===== src/rtl/wdt_pkg.sv =====
package wdt_pkg;

    // Option word captured while reset is held
    typedef struct packed {
        logic       hold;     // 1: stay stopped until start strobe
        logic       rst_act;  // 1: reset request, 0: interrupt
        logic [1:0] len;      // reload value select
    } wdt_opt_t;

    localparam logic [7:0] ARM_BYTE  = 8'h00;
    localparam logic [7:0] FIRE_BYTE = 8'hFF;

endpackage


===== src/rtl/wdt_prescaler.sv =====
module wdt_prescaler #(
    parameter int DIV_LO = 16,
    parameter int DIV_HI = 128,
    parameter int DIV_LS = 2
) (
    input  logic clk,
    input  logic rst_n,
    input  logic en_i,
    input  logic hi_sel_i,
    input  logic low_speed_i,
    output logic tick_o
);
    localparam int MAX_A = (DIV_LO > DIV_HI) ? DIV_LO : DIV_HI;
    localparam int MAX_D = (MAX_A > DIV_LS) ? MAX_A : DIV_LS;
    localparam int PRE_W = (MAX_D > 2) ? $clog2(MAX_D) : 1;
    localparam logic [PRE_W-1:0] LO_M1 = PRE_W'(DIV_LO - 1);
    localparam logic [PRE_W-1:0] HI_M1 = PRE_W'(DIV_HI - 1);
    localparam logic [PRE_W-1:0] LS_M1 = PRE_W'(DIV_LS - 1);

    typedef struct packed {
        logic [PRE_W-1:0] phase;
    } pre_state_t;

    pre_state_t pre_q, pre_d;
    logic [PRE_W-1:0] last_phase;

    always_comb begin
        pre_d      = pre_q;
        last_phase = low_speed_i ? LS_M1 : (hi_sel_i ? HI_M1 : LO_M1);
        tick_o     = en_i && (pre_q.phase >= last_phase);
        if (en_i) begin
            if (tick_o) pre_d.phase = '0;
            else        pre_d.phase = pre_q.phase + 1'b1;
        end
    end

    always_ff @(posedge clk) begin
        if (!rst_n) pre_q <= '0;
        else        pre_q <= pre_d;
    end


    halt_freeze_chk: assert property (@(posedge clk) disable iff (!rst_n)
        !en_i |=> $stable(pre_q.phase));

endmodule


===== src/rtl/wdt_refresh_seq.sv =====
module wdt_refresh_seq
    import wdt_pkg::*;
(
    input  logic       clk,
    input  logic       rst_n,
    input  logic       en_i,
    input  logic       wr_i,
    input  logic [7:0] data_i,
    output logic       kick_o
);
    typedef struct packed {
        logic armed;
    } seq_state_t;

    seq_state_t seq_q, seq_d;

    always_comb begin
        seq_d  = seq_q;
        kick_o = 1'b0;
        if (en_i && wr_i) begin
            if (data_i == ARM_BYTE) begin
                seq_d.armed = 1'b1;
            end else begin
                kick_o      = seq_q.armed && (data_i == FIRE_BYTE);
                seq_d.armed = 1'b0;
            end
        end
    end

    always_ff @(posedge clk) begin
        if (!rst_n) seq_q <= '0;
        else        seq_q <= seq_d;
    end


    stopped_ignore_chk: assert property (@(posedge clk) disable iff (!rst_n)
        !en_i |=> $stable(seq_q.armed));


    kick_needs_arm_chk: assert property (@(posedge clk) disable iff (!rst_n)
        kick_o |=> !seq_q.armed);

endmodule


===== src/rtl/wdt_core.sv =====
module wdt_core
    import wdt_pkg::*;
#(
    parameter int          CNT_W    = 14,
    parameter int          DIV_LO   = 16,
    parameter int          DIV_HI   = 128,
    parameter int          DIV_LS   = 2,
    parameter logic [CNT_W-1:0] RELOAD_0 = CNT_W'(14'h03FF),
    parameter logic [CNT_W-1:0] RELOAD_1 = CNT_W'(14'h0FFF),
    parameter logic [CNT_W-1:0] RELOAD_2 = CNT_W'(14'h1FFF),
    parameter logic [CNT_W-1:0] RELOAD_3 = CNT_W'(14'h3FFF)
) (
    input  logic       clk,
    input  logic       rst_n,
    input  logic       opt_hold_i,
    input  logic       opt_rst_act_i,
    input  logic [1:0] opt_len_i,
    input  logic       div_hi_sel_i,
    input  logic       low_speed_i,
    input  logic       halt_i,
    input  logic       start_wr_i,
    input  logic       refresh_wr_i,
    input  logic [7:0] refresh_data_i,
    output logic       irq_o,
    output logic       rst_req_o,
    output logic       running_o
);
    localparam logic [CNT_W-1:0] ONE = CNT_W'(1);

    typedef struct packed {
        wdt_opt_t         opt;
        logic             running;
        logic [CNT_W-1:0] cnt;
        logic             irq;
        logic             rst_req;
    } core_state_t;

    core_state_t q, d;
    logic tick, kick, count_en;
    logic [CNT_W-1:0] reload_val, reset_reload;

    function automatic logic [CNT_W-1:0] pick_reload(input logic [1:0] code);
        case (code)
            2'd0:    pick_reload = RELOAD_0;
            2'd1:    pick_reload = RELOAD_1;
            2'd2:    pick_reload = RELOAD_2;
            default: pick_reload = RELOAD_3;
        endcase
    endfunction

    assign count_en     = q.running && !halt_i;
    assign reload_val   = pick_reload(q.opt.len);
    assign reset_reload = pick_reload(opt_len_i);

    wdt_prescaler #(
        .DIV_LO(DIV_LO),
        .DIV_HI(DIV_HI),
        .DIV_LS(DIV_LS)
    ) u_pre (
        .clk        (clk),
        .rst_n      (rst_n),
        .en_i       (count_en),
        .hi_sel_i   (div_hi_sel_i),
        .low_speed_i(low_speed_i),
        .tick_o     (tick)
    );

    wdt_refresh_seq u_seq (
        .clk   (clk),
        .rst_n (rst_n),
        .en_i  (q.running),
        .wr_i  (refresh_wr_i),
        .data_i(refresh_data_i),
        .kick_o(kick)
    );

    always_comb begin
        d         = q;
        d.irq     = 1'b0;
        d.rst_req = 1'b0;
        if (start_wr_i) d.running = 1'b1;
        if (kick) begin
            d.cnt = reload_val;
        end else if (tick) begin
            if (q.cnt <= ONE) begin
                d.cnt = reload_val;
                if (q.opt.rst_act) d.rst_req = 1'b1;
                else               d.irq     = 1'b1;
            end else begin
                d.cnt = q.cnt - ONE;
            end
        end
    end

    always_ff @(posedge clk) begin
        if (!rst_n) begin
            q.opt     <= '{hold: opt_hold_i, rst_act: opt_rst_act_i, len: opt_len_i};
            q.running <= !opt_hold_i;
            q.cnt     <= reset_reload;
            q.irq     <= 1'b0;
            q.rst_req <= 1'b0;
        end else begin
            q <= d;
        end
    end

    assign irq_o     = q.irq;
    assign rst_req_o = q.rst_req;
    assign running_o = q.running;


    pulse_excl_chk: assert property (@(posedge clk) disable iff (!rst_n)
        !(irq_o && rst_req_o));


    irq_single_chk: assert property (@(posedge clk) disable iff (!rst_n)
        irq_o |=> !irq_o);


    rst_single_chk: assert property (@(posedge clk) disable iff (!rst_n)
        rst_req_o |=> !rst_req_o);


    action_sel_chk: assert property (@(posedge clk) disable iff (!rst_n)
        (irq_o |-> !q.opt.rst_act) and (rst_req_o |-> q.opt.rst_act));


    running_sticky_chk: assert property (@(posedge clk) disable iff (!rst_n)
        running_o |=> running_o);


    stopped_quiet_chk: assert property (@(posedge clk) disable iff (!rst_n)
        !running_o |=> !irq_o && !rst_req_o);


    cnt_range_chk: assert property (@(posedge clk) disable iff (!rst_n)
        (q.cnt >= ONE) && (q.cnt <= reload_val));


    opt_hold_chk: assert property (@(posedge clk) disable iff (!rst_n)
        $stable(q.opt));

endmodule


===== config.mk =====
export PLATFORM = sky130hd
export DESIGN_NAME = wdt_core
export DESIGN_NICKNAME = d
export VERILOG_FILES = /design/src/rtl/wdt_pkg.sv /design/src/rtl/wdt_prescaler.sv /design/src/rtl/wdt_refresh_seq.sv /design/src/rtl/wdt_core.sv
export SDC_FILE = /design/constraint.sdc
export NUM_CORES = 1
export LEC_CHECK = 0
export ABC_AREA = 1
export BUFFER_PORTS_ARGS = -buffer_cell sky130_fd_sc_hd__buf_2
export CAP_MARGIN = 20
export CORE_ASPECT_RATIO = 0.8
export CORE_MARGIN = 3
export CORE_UTILIZATION = 40
export CTS_CLUSTER_SIZE = 8
export DETAILED_ROUTE_END_ITERATION = 10
export HOLD_SLACK_MARGIN = 0.08
export PLACE_DENSITY_LB_ADDON = 0.15
export SLEW_MARGIN = 20
export SYNTH_ARGS = -nofsm -noshare
export SYNTH_HDL_FRONTEND = slang
export SYNTH_SLANG_ARGS = --single-unit

===== constraint.sdc =====
create_clock -name clk -period 2.38 [get_ports clk]
set_clock_uncertainty 0.15 [all_clocks]
set_input_delay 0.238 -clock clk [delete_from_list [all_inputs] [get_ports clk]]
set_output_delay 0.238 -clock clk [all_outputs]
set_load 0.01 [all_outputs]

Yosys cells after proc, flatten, opt, wreduce, memory -nomap -nowiden
Cells that the tools add are included.
{"block": "word_totals", "register_bits": 28, "latch_bits": 0, "ramBits": 0, "romBits": 0, "inputBits": 19, "output_inout_bits": 3, "word_cells": 49, "memories": 0}
{"block": "op_classes", "add_sub_neg": 2, "mul": 0, "n_div": 0, "magnitude_cmp": 2, "eq_ne": 7, "n_shift": 0, "mux": 17, "bitwise_logic": 3, "reduce_logical": 10}
{"cell": "one-hot mux 14 bit (3 select lines)", "count": 2}
{"cell": "two-way mux 14 bit", "count": 2}
{"cell": "two-way mux 7 bit", "count": 3}
{"cell": "two-way mux 17 bit", "count": 1}
{"cell": "two-way mux 16 bit", "count": 1}
{"cell": "less-or-equal comparator 14 x 1 -> 1 bit, second input constant", "count": 1}
{"cell": "subtractor 14 x 1 -> 14 bit, second input constant", "count": 1}
{"cell": "== test 8 bit, second input constant", "count": 1}
{"cell": "zero test 8 bit", "count": 1}
{"cell": "adder 7 x 1 -> 7 bit, second input constant", "count": 1}
{"cell": ">= comparator 7 bit", "count": 1}
{"cell": "two-way mux 1 bit", "count": 6}
{"cell": "== test 2 x 1 -> 1 bit, second input constant", "count": 2}
{"cell": "== test 2 bit, second input constant", "count": 2}
{"cell": "logical AND 1 bit", "count": 4}
{"cell": "zero test 2 bit", "count": 2}
{"cell": "two-way mux 2 bit", "count": 2}
{"cell": "OR reduction 4 bit", "count": 1}
{"cell": "!= test 3 x 1 -> 1 bit, second input constant", "count": 1}
{"cell": "NOT 1 bit", "count": 3}
{"cell": "zero test 1 bit", "count": 2}
{"cell": "!= test 2 x 1 -> 1 bit, second input constant", "count": 1}

Logic depth before layout (Yosys ltp)
Gate-level depths: netlist of run 1.
{"block": "logic_depth", "ltp_word": 7, "ltp_mapped": 13, "depth_no_buf": 13}

Cells and area by module
From an unflattened synthesis of run 1, not the netlist that was laid out.
{"block": "hier_totals", "cells_unflattened": 236, "hier_area_um2": 1840.5}
{"mod": "wdt_core", "n_inst": 1, "cells_each": 156, "area_per_inst_um2": 1258.7, "seq_area_each_um2": 580.6}
{"mod": "wdt_prescaler", "n_inst": 1, "cells_each": 63, "area_per_inst_um2": 494.2, "seq_area_each_um2": 140.1}
{"mod": "wdt_refresh_seq", "n_inst": 1, "cells_each": 17, "area_per_inst_um2": 87.6, "seq_area_each_um2": 20.0}

Worst setup path after synthesis of run 1
Ideal clock, no wire load.
{"block": "synth_timing", "kind": "in2reg", "startpoint": "in low_speed_i", "endpoint": "reg q[10] in the netlist's numbering (enable)", "setup_time_ps": 394, "arrival_ps": 1423, "required_ps": 1836, "path_slack_ps": 413, "path_stages": 9, "path_buffers": 0, "cell_sequence": "inv_1 > nand2_1 > ha_1 > nand2_1 > inv_1 > a21oi_1 > nand2_1 > nand2_1 > nand3_1"}
{"block": "synth_between", "elab_chain_cells": 4}
{"element": "start, declared", "line_no": "wdt_core.sv:19", "rtl": "input logic low_speed_i,"}
{"element": "two-way mux 7 bit", "line_no": "wdt_prescaler.sv:29", "rtl": "last_phase = low_speed_i ? LS_M1 : (hi_sel_i ? HI_M1 : LO_M1);"}
{"element": ">= comparator 7 bit", "line_no": "wdt_prescaler.sv:30", "rtl": "tick_o = en_i && (pre_q.phase >= last_phase);"}
{"element": "logical AND 1 bit", "line_no": "wdt_prescaler.sv:30"}
{"element": "!= test 3 x 1 -> 1 bit (no line)"}
{"element": "end, declared", "line_no": "wdt_core.sv:38", "rtl": "core_state_t q, d;"}
No other way between the ends.
A chain may end at the register's enable or synchronous reset.

Worst setup path in the final report of run 1
{"block": "layout_timing", "startpoint": "reg q[2] in the netlist's numbering", "endpoint": "reg q[14] in the netlist's numbering, data pin"}
{"block": "layout_between", "elab_chain_cells": 5, "elab_cells_between_ends": 6, "cone_classes": "1 x add/sub; 1 x order compare; 4 x mux"}
{"element": "subtractor 14 x 1 -> 14 bit / less-or-equal comparator 14 x 1 -> 1 bit (equally long branches)", "line_no": "wdt_core.sv:90, wdt_core.sv:85"}
{"element": "two-way mux 14 bit (*)", "line_no": "wdt_core.sv:85", "rtl": "if (q.cnt <= ONE) begin"}
{"element": "two-way mux 16 bit (*)", "line_no": "wdt_core.sv:84", "rtl": "end else if (tick) begin"}
{"element": "two-way mux 14 bit (*)", "line_no": "wdt_core.sv:82", "rtl": "if (kick) begin"}
{"element": "two-way mux 17 bit (*)", "line_no": "wdt_core.sv:96", "rtl": "if (!rst_n) begin"}
Mark *: on every way between the ends. The rest lies on a longest branch, timed or not. The select of a mux whose other input is x is not followed.

==> results of run 1 <==
==> path summary, 6_finish.rpt <==
path	end	slack [ns]	cells after the start
setup / recovery	q[14]	0.36	10
hold / removal	running_o	0.09	2
setup reg to reg	q[14]	0.36	10
hold reg to reg	irq_o	0.30	1
==> state kept, by name, indices dropped and copies added, names as in the netlist <==
| signal | cells |
|---|---|
| q | 14 |
| d | 3 |
| u_pre.pre_q | 7 |
| rst_req_o | 1 |
| running_o | 1 |
| u_seq.seq_q | 1 |
| irq_o | 1 |
==> stage by stage <==
stage	cells	total power, mW	hold slack [ns]
after floorplan	229	0.645	0.187
after global placement	307	0.693	0.265
after detailed placement	307	0.693	0.284
after CTS	315	0.970	0.0831
after global routing	315	1.01	0.0851
final	315	0.955	0.0899
==> layout make-up <==
| cell class | instances | area [sq um] |
|---|---|---|
| timing repair buffer | 27 | 160 |
| clock buffer | 3 | 41.3 |
| inverter | 22 | 82.6 |
| multi-input combinational | 179 | 925 |
| fill | 425 | 1980 |
| tap | 55 | 68.8 |
| sequential | 28 | 741 |
| clock inverter | 1 | 3.75 |
==> logic make-up after synthesis <==
kind of cell | Yosys count | synth area share
simple gates | 139 | 0.344
xor+xnor | 14 | 0.0702
buf+inv | 22 | 0.0472
compound gates | 17 | 0.0501
flops | 28 | 0.424
fa+ha+maj | 9 | 0.0644
==> metal layers <==
layer,vias to the layer above,part of all wire,track usage
met4,0,0.013,0.0506
met5,-,0,0
li1,802,-,-
met2,34,0.42,0.217
met3,5,0.048,0.0301
met1,651,0.52,0.222
==> cell usage after synthesis <==
master    instances  area share
inv_1            19       0.041
nor4_1            2      0.0072
nand3_1          11       0.031
inv_2             2      0.0043
nor2_1           35       0.075
nor2_4            1      0.0064
nor2_2            3       0.011
xor2_1           12       0.060
o211ai_1          1      0.0043
nand2_1          71        0.15
nor3b_2           1      0.0072
or2_2             2      0.0072
nor3_1            4       0.011
or2_1             1      0.0036
ha_1              9       0.064
xnor2_1           2       0.010
dfxtp_1          10        0.11
clkinv_1          1      0.0021
nand4_1           1      0.0036
o21ai_0          11       0.031
nand3b_1          3       0.013
edfxtp_1         18        0.31
nor3b_1           1      0.0043
nand2_2           3       0.011
a21oi_1           5       0.014
==> cells in the final DEF (no fill, tap or decap), types with 2 or more instances in the layout <==
master	synthesis	final
nand3b_1	3	3
clkinv_1	1	2
buf_4	0	2
ha_1	9	9
xor2_1	12	12
nand2_1	71	71
nor2_2	3	3
dlygate4sd3_1	0	4
o21ai_0	11	11
edfxtp_1	18	18
a21oi_1	5	5
inv_2	2	2
nand2_2	3	3
clkbuf_8	0	3
inv_1	19	19
nor2_1	35	35
buf_2	0	21
xnor2_1	2	2
nor3_1	4	4
dfxtp_1	10	10
nor4_1	2	2
or2_2	2	2
nand3_1	11	11
==> worst max-delay path, stage by stage (launching register included) <==
cell and delay [ns]:
edfxtp_1 0.45, inv_1 0.13, ha_1 0.27, o21ai_0 0.11, nor2_1 0.15, nand2_2 0.14, nand2_2 0.10, nand2_1 0.05
nand2_1 0.07, nand3b_1 0.10, nand2_1 0.05
==> power breakdown <==
part / internal, mW / switching [mW]
logic: 0.0508 / 0.0689
registers: 0.544 / 0.0223
clock network: 0.116 / 0.153
==> timing repair <==
action | CTS | global route
setup endpoints to repair | 0 | 0
endpoints found under the hold margin | 4 | 0
setup buffers | 0 | 0
hold buffers | 4 | 0
==> run summary, run 1 <==
DR vias/cell = 4.74
worst slew pin tran = 0.341 ns
CP startpoint = q[2]
CTS tree = yes
#FFs+latches synth = 28
Final setup viols = 0
placed cell areas = 1940 sq um
initial antenna violation count = 0
Period Utilization, post-route = 0.851
total global routing overflow = 0
Mapped Cells = 229
Setup crit end kind = flip-flop
vias in the first global route = 1367
Clock Latency Late Sink = 0.28 ns
status = completed
post-route cell area = 2020 sq um
io pins = 22
First-pass DRT Iterations = 7
P&R area growth vs syn = 15.7%
1st-iter DRT viols = 76
Place WS = 0.242 ns
Longest Clk Path Bufs = 2
Synth cell types = 25
relative slew slack = 0.770
Clock transition at path regs = 0.10 ns
effective utilization at floorplan = 0.437
area of the mapped netlist = 1750 sq um
worst hold path class = in2reg
WL final = 3540 microns
CTS buffer count = 3
fmax = 0.494 GHz
unrepaired setup endpoints after global routing = no
fin util = 0.505
final setup margin = 0.355 ns
gpl congestion = 0.868
row cnt = 20
clock root buffer master = clkbuf_8
DRT antenna net count = 0
Yosys warning count = 0
worst path required time = 2.28 ns
vias = 1492
Horiz. Die Dim = 79.9 microns
Leak = 0.945 nW
# Max-Cap Violations = 0
port bufs = 21
layout cells sized above 1 = 0.146
Crit Path Class = reg2reg
largest net degree at the start of global routing = 16
power per standard cell area = 473 nW/um^2
core area = 4000 sq um
Max rail drop VDD = 0.000314 V
All-Layer GR Usage = 0.150
Avg WL per Cell = 11.2 microns
Setup TNS = 0 ns
R2R Path Start = q[2]
Mean Syn Cell Area = 7.63 sq um
post-route minimum period = 2.02 ns
pins over their slew limit = 0
Num Clock Sinks = 28
global-route wire length before repair = 6100 microns
Die ar. = 5200 sq um
# resized after CTS = 0
final net count = 289
DIE HEIGHT = 65.1 microns
critical path peak fanout = 6
DRC viols = 0
post-synthesis sequential area ratio = 0.424
Critical Path Source Type = flip-flop
Diodes inserted = 0
hpwl dp = 2820 microns
H-tree Lvls = 1
Final Hold Vio Count = 0
hold_sp = start_wr_i
WP data arrival = 1.92 ns
syn_nets = 257
Power figures use the tool's default switching activity.
==> run 2: changes to the inputs <==
- CORE_UTILIZATION: 40 -> 50
==> run summary, run 2 (same netlist as run 1, synthesis figures left out) <==
status = completed
most frequent cells in the layout = nand2_1, nor2_1, buf_2
DRC viols = 0
CTS buffer count = 3
Max rail drop VDD = 0.000373 V
All-Layer GR Usage = 0.180
global-route wire length before repair = 6090 microns
relative slew slack = 0.784
WP data arrival = 2.01 ns
layout cells sized above 1 = 0.143
Longest Clk Path Bufs = 2
Final setup viols = 0
WL final = 3440 microns
Crit Path Class = reg2reg
post-route minimum period = 2.11 ns
core area = 3220 sq um
DR vias/cell = 5.04
GR Layer Usage met3 = 0.0427
Leak = 0.940 nW
pins over their slew limit = 0
row cnt = 18
Num Clock Sinks = 28
WHS = 0.0965 ns
max reg flops = 14
r2r worst-path depth = 9
M1 GR Usage = 0.258
worst hold path class = in2reg
Final Hold Vio Count = 0
final net count = 288
critical path peak fanout = 6
overall power = 0.955 mW
Critical Path Most Common Cell = nand2_1
# Max-Cap Violations = 0
port bufs = 21
1st-iter DRT viols = 91
vias = 1506
power per standard cell area = 479 nW/um^2
Critical Path Source Type = flip-flop
R2R setup slack = 0.27 ns
total global routing overflow = 0
DIE HEIGHT = 58.9 microns
initial antenna violation count = 0
fmax = 0.473 GHz
Clock Latency Late Sink = 0.28 ns
First-pass DRT Iterations = 4
commonest non-fill, non-tap cell in the layout = nand2_1
Clock transition at path regs = 0.10 ns
effective utilization at floorplan = 0.543
vias in the first global route = 1395
CP peak stage delay = 0.45 ns
WHS Path Cells = 2
Avg WL per Cell = 11.5 microns
gpl congestion = 0.877
worst slew pin tran = 0.321 ns
hpwl dp = 2660 microns
largest net degree at the start of global routing = 16
unrepaired setup endpoints after global routing = no
DRT antenna net count = 0
Setup crit end kind = flip-flop
P&R area growth vs syn = 14.2%
Setup TNS = 0 ns
busiest grt layer = met2
clock root buffer master = clkbuf_8
Horiz. Die Dim = 72.1 microns
Post-CTS Setup Inserts = 0
worst path required time = 2.28 ns
Die ar. = 4250 sq um
largest register by flop count = q
CTS tree = yes
crit path cell chain = inv_1 > ha_1 > inv_1 > nor2_1 > nand2_1 > xor2_1 > nand2_1 > nand3b_1 > nand2_1
H-tree Lvls = 1
Max stage delay cell, worst path = edfxtp_1
io pins = 22
# resized after CTS = 0
Diodes inserted = 0
Period Utilization, post-route = 0.888
met2 usage = 0.285
fill cell count = 299
==> run 2: cell types whose count changed in the layout (fill, tap and decap cells not counted) <==
cell	previous run	this run
clkinv_1	2	1
clkbuf_1	0	1
buf_4	2	1
==> run 2: worst paths after layout <==
path                   start   endpoint
hold / removal    start_wr_i  running_o
setup / recovery        q[2]      q[14]
setup reg to reg        q[2]      q[14]
hold reg to reg        d[19]      irq_o
==> run 2: area by class of cell <==
cell class	count	area, sq um	share of cell area
tap	40	50.0	0.0251
clock buffer	4	45.0	0.0226
timing repair buffer	26	153	0.0765
inverter	22	82.6	0.0414
multi-input combinational	179	925	0.463
sequential	28	741	0.371
==> run 2: report_power, final <==
group | internal [mW] | switching, mW
Clock | 0.120 | 0.151
Sequential | 0.544 | 0.0221
Combinational | 0.0496 | 0.0680
Total | 0.714 | 0.241
==> run 2: timing repair <==
| item | 4_1_cts | 5_1_grt |
|---|---|---|
| hold endpoints to repair | 4 | 0 |
| hold buffers | 4 | 0 |
| setup endpoints to repair | 0 | 0 |
==> run 2: per-layer routing <==
layer / up-vias / part of all wire
met2: 27 / 0.44
li1: 800 / -
met3: 2 / 0.046
met5: - / 0
met1: 677 / 0.51
met4: 0 / 0.0052
==> run 2: stage by stage <==
stage | utilization | std cells | cell area (sq um) | worst slack [ns]
after floorplan | - | 229 | 1750 | 0.413
after global placement | 0.593 | 291 | 1910 | 0.306
after detailed placement | 0.593 | 291 | 1910 | 0.256
after CTS | 0.620 | 299 | 2000 | 0.286
after global routing | 0.620 | 299 | 2000 | 0.130
final | 0.620 | 299 | 2000 | 0.266
==> run 2: critical path: cells and delay by family (launching register included) <==
kind / cells / cell delay [ns]
and+or+nand+nor: 5 / 0.60
DFF: 1 / 0.45
buffers and inverters: 2 / 0.22
adders and majority gates: 1 / 0.31
xor gates and xnor gates: 1 / 0.15
==> run 3: changes to the inputs <==
- CAP_MARGIN: 20 -> not set
- CORE_UTILIZATION: 50 -> 25
==> run summary, run 3 (same netlist as run 1, synthesis figures left out) <==
status = completed
largest register by flop count = q
WL final = 3780 microns
most frequent cells in the layout = nand2_1, nor2_1, buf_2
vias in the first global route = 1417
global-route wire length before repair = 6460 microns
H-tree Lvls = 1
DRT antenna net count = 0
Critical Path Source Type = flip-flop
CTS tree = yes
unrepaired setup endpoints after global routing = no
final net count = 289
Num Clock Sinks = 28
Crit Path Class = reg2reg
clock root buffer master = clkbuf_8
Post-CTS Setup Inserts = 0
All-Layer GR Usage = 0.0994
commonest non-fill, non-tap cell in the layout = nand2_1
gpl congestion = 0.801
core area = 6570 sq um
port bufs = 21
worst hold path class = in2reg
WHS Path Cells = 4
Die ar. = 8040 sq um
Post-Layout Cell Count = 344
io pins = 22
hold_sp = halt_i
post-route minimum period = 2.07 ns
Setup TNS = 0 ns
relative slew slack = 0.795
DRC viols = 0
row cnt = 26
overall power = 1.03 mW
R2R setup slack = 0.31 ns
pins over their slew limit = 0
WP data arrival = 1.96 ns
CP startpoint = q[2]
Longest Clk Path Bufs = 2
total global routing overflow = 0
Clock transition at path regs = 0.11 ns
Clock Latency Late Sink = 0.28 ns
First-pass DRT Iterations = 4
r2r worst-path depth = 8
Setup crit end kind = flip-flop
CTS buffer count = 3
initial antenna violation count = 0
reg2reg end = q[10]
max reg flops = 14
DIE HEIGHT = 80.8 microns
power per standard cell area = 496 nW/um^2
DR vias/cell = 4.28
worst path required time = 2.27 ns
Worst Hold End = u_pre.pre_q[1]
Period Utilization, post-route = 0.869
largest net degree at the start of global routing = 17
Post-Place Cells = 335
fmax = 0.483 GHz
R2R Path Start = q[2]
Leak = 0.955 nW
Horiz. Die Dim = 99.5 microns
Max rail drop VDD = 0.000230 V
hpwl dp = 2880 microns
critical path peak fanout = 6
1st-iter DRT viols = 31
Final setup viols = 0
# Max-Cap Violations = 0
P&R area growth vs syn = 19.1%
layout cells sized above 1 = 0.146
worst slew pin tran = 0.307 ns
effective utilization at floorplan = 0.266
vias = 1472
Diodes inserted = 0
Final Hold Vio Count = 0
Avg WL per Cell = 11.0 microns
[run 3: cell types whose count changed in the layout (fill, tap and decap cells not counted)]
cell / delta
dlygate4sd3_1: +1
clkbuf_1: -1
clkbuf_16: +1
[run 3: final cells by class]
| cell class | instances | area (sq um) |
|---|---|---|
| inverter | 22 | 82.6 |
| clock buffer | 4 | 66.3 |
| fill | 721 | 4490 |
| tap | 84 | 105 |
| timing repair buffer | 27 | 163 |
| multi-input combinational | 179 | 925 |
| sequential | 28 | 741 |
[run 3: critical path, cell delays in order, from the launching register on]
cell	delay, ns
edfxtp_1	0.44
inv_1	0.12
ha_1	0.31
inv_1	0.09
nor2_1	0.25
nand2_1	0.11
xnor2_1	0.12
o21ai_0	0.17
nand2_1	0.07
[run 3: stage by stage]
stage	hold slack (ns)	cell area, sq um	utilization	worst slack, ns
detailed placement	0.275	1970	0.299	0.238
finish	0.104	2080	0.317	0.311
floorplan	0.187	1750	-	0.413
global placement	0.265	1970	0.299	0.294
global route	0.106	2080	0.317	0.0976
CTS	0.0931	2080	0.317	0.312
[run 3: where the power goes]
part	internal, mW	switching (mW)
Clock	0.183	0.163
Combinational	0.0507	0.0694
Sequential	0.544	0.0230
[run 3: how the worst max path moves through the flow]
stage,cells after the start,slack (ns),endpoint
6_report,8,0.31,q[10]
5_1_grt,11,0.1,q[15]
4_1_cts,9,0.31,q[14]
3_5_place_dp,14,0.24,q[15]
3_3_place_gp,8,0.29,q[10]
2_1_floorplan,9,0.41,q[10]
[run 3: repair_timing]
action                     4_1_cts  5_1_grt
setup endpoints to repair        0        0
hold buffers                     5        0
hold endpoints to repair         5        0
resized for setup                0        0
[run 3: layer usage]
| layer | vias up | GRT usage | wire (microns) |
|---|---|---|---|
| met4 | 0 | 0.00955 | 12 |
| met3 | 2 | 0.0258 | 141 |
| li1 | 799 | - | - |
| met1 | 644 | 0.142 | 2100 |
| met5 | - | 0 | 0 |
| met2 | 27 | 0.157 | 1520 |
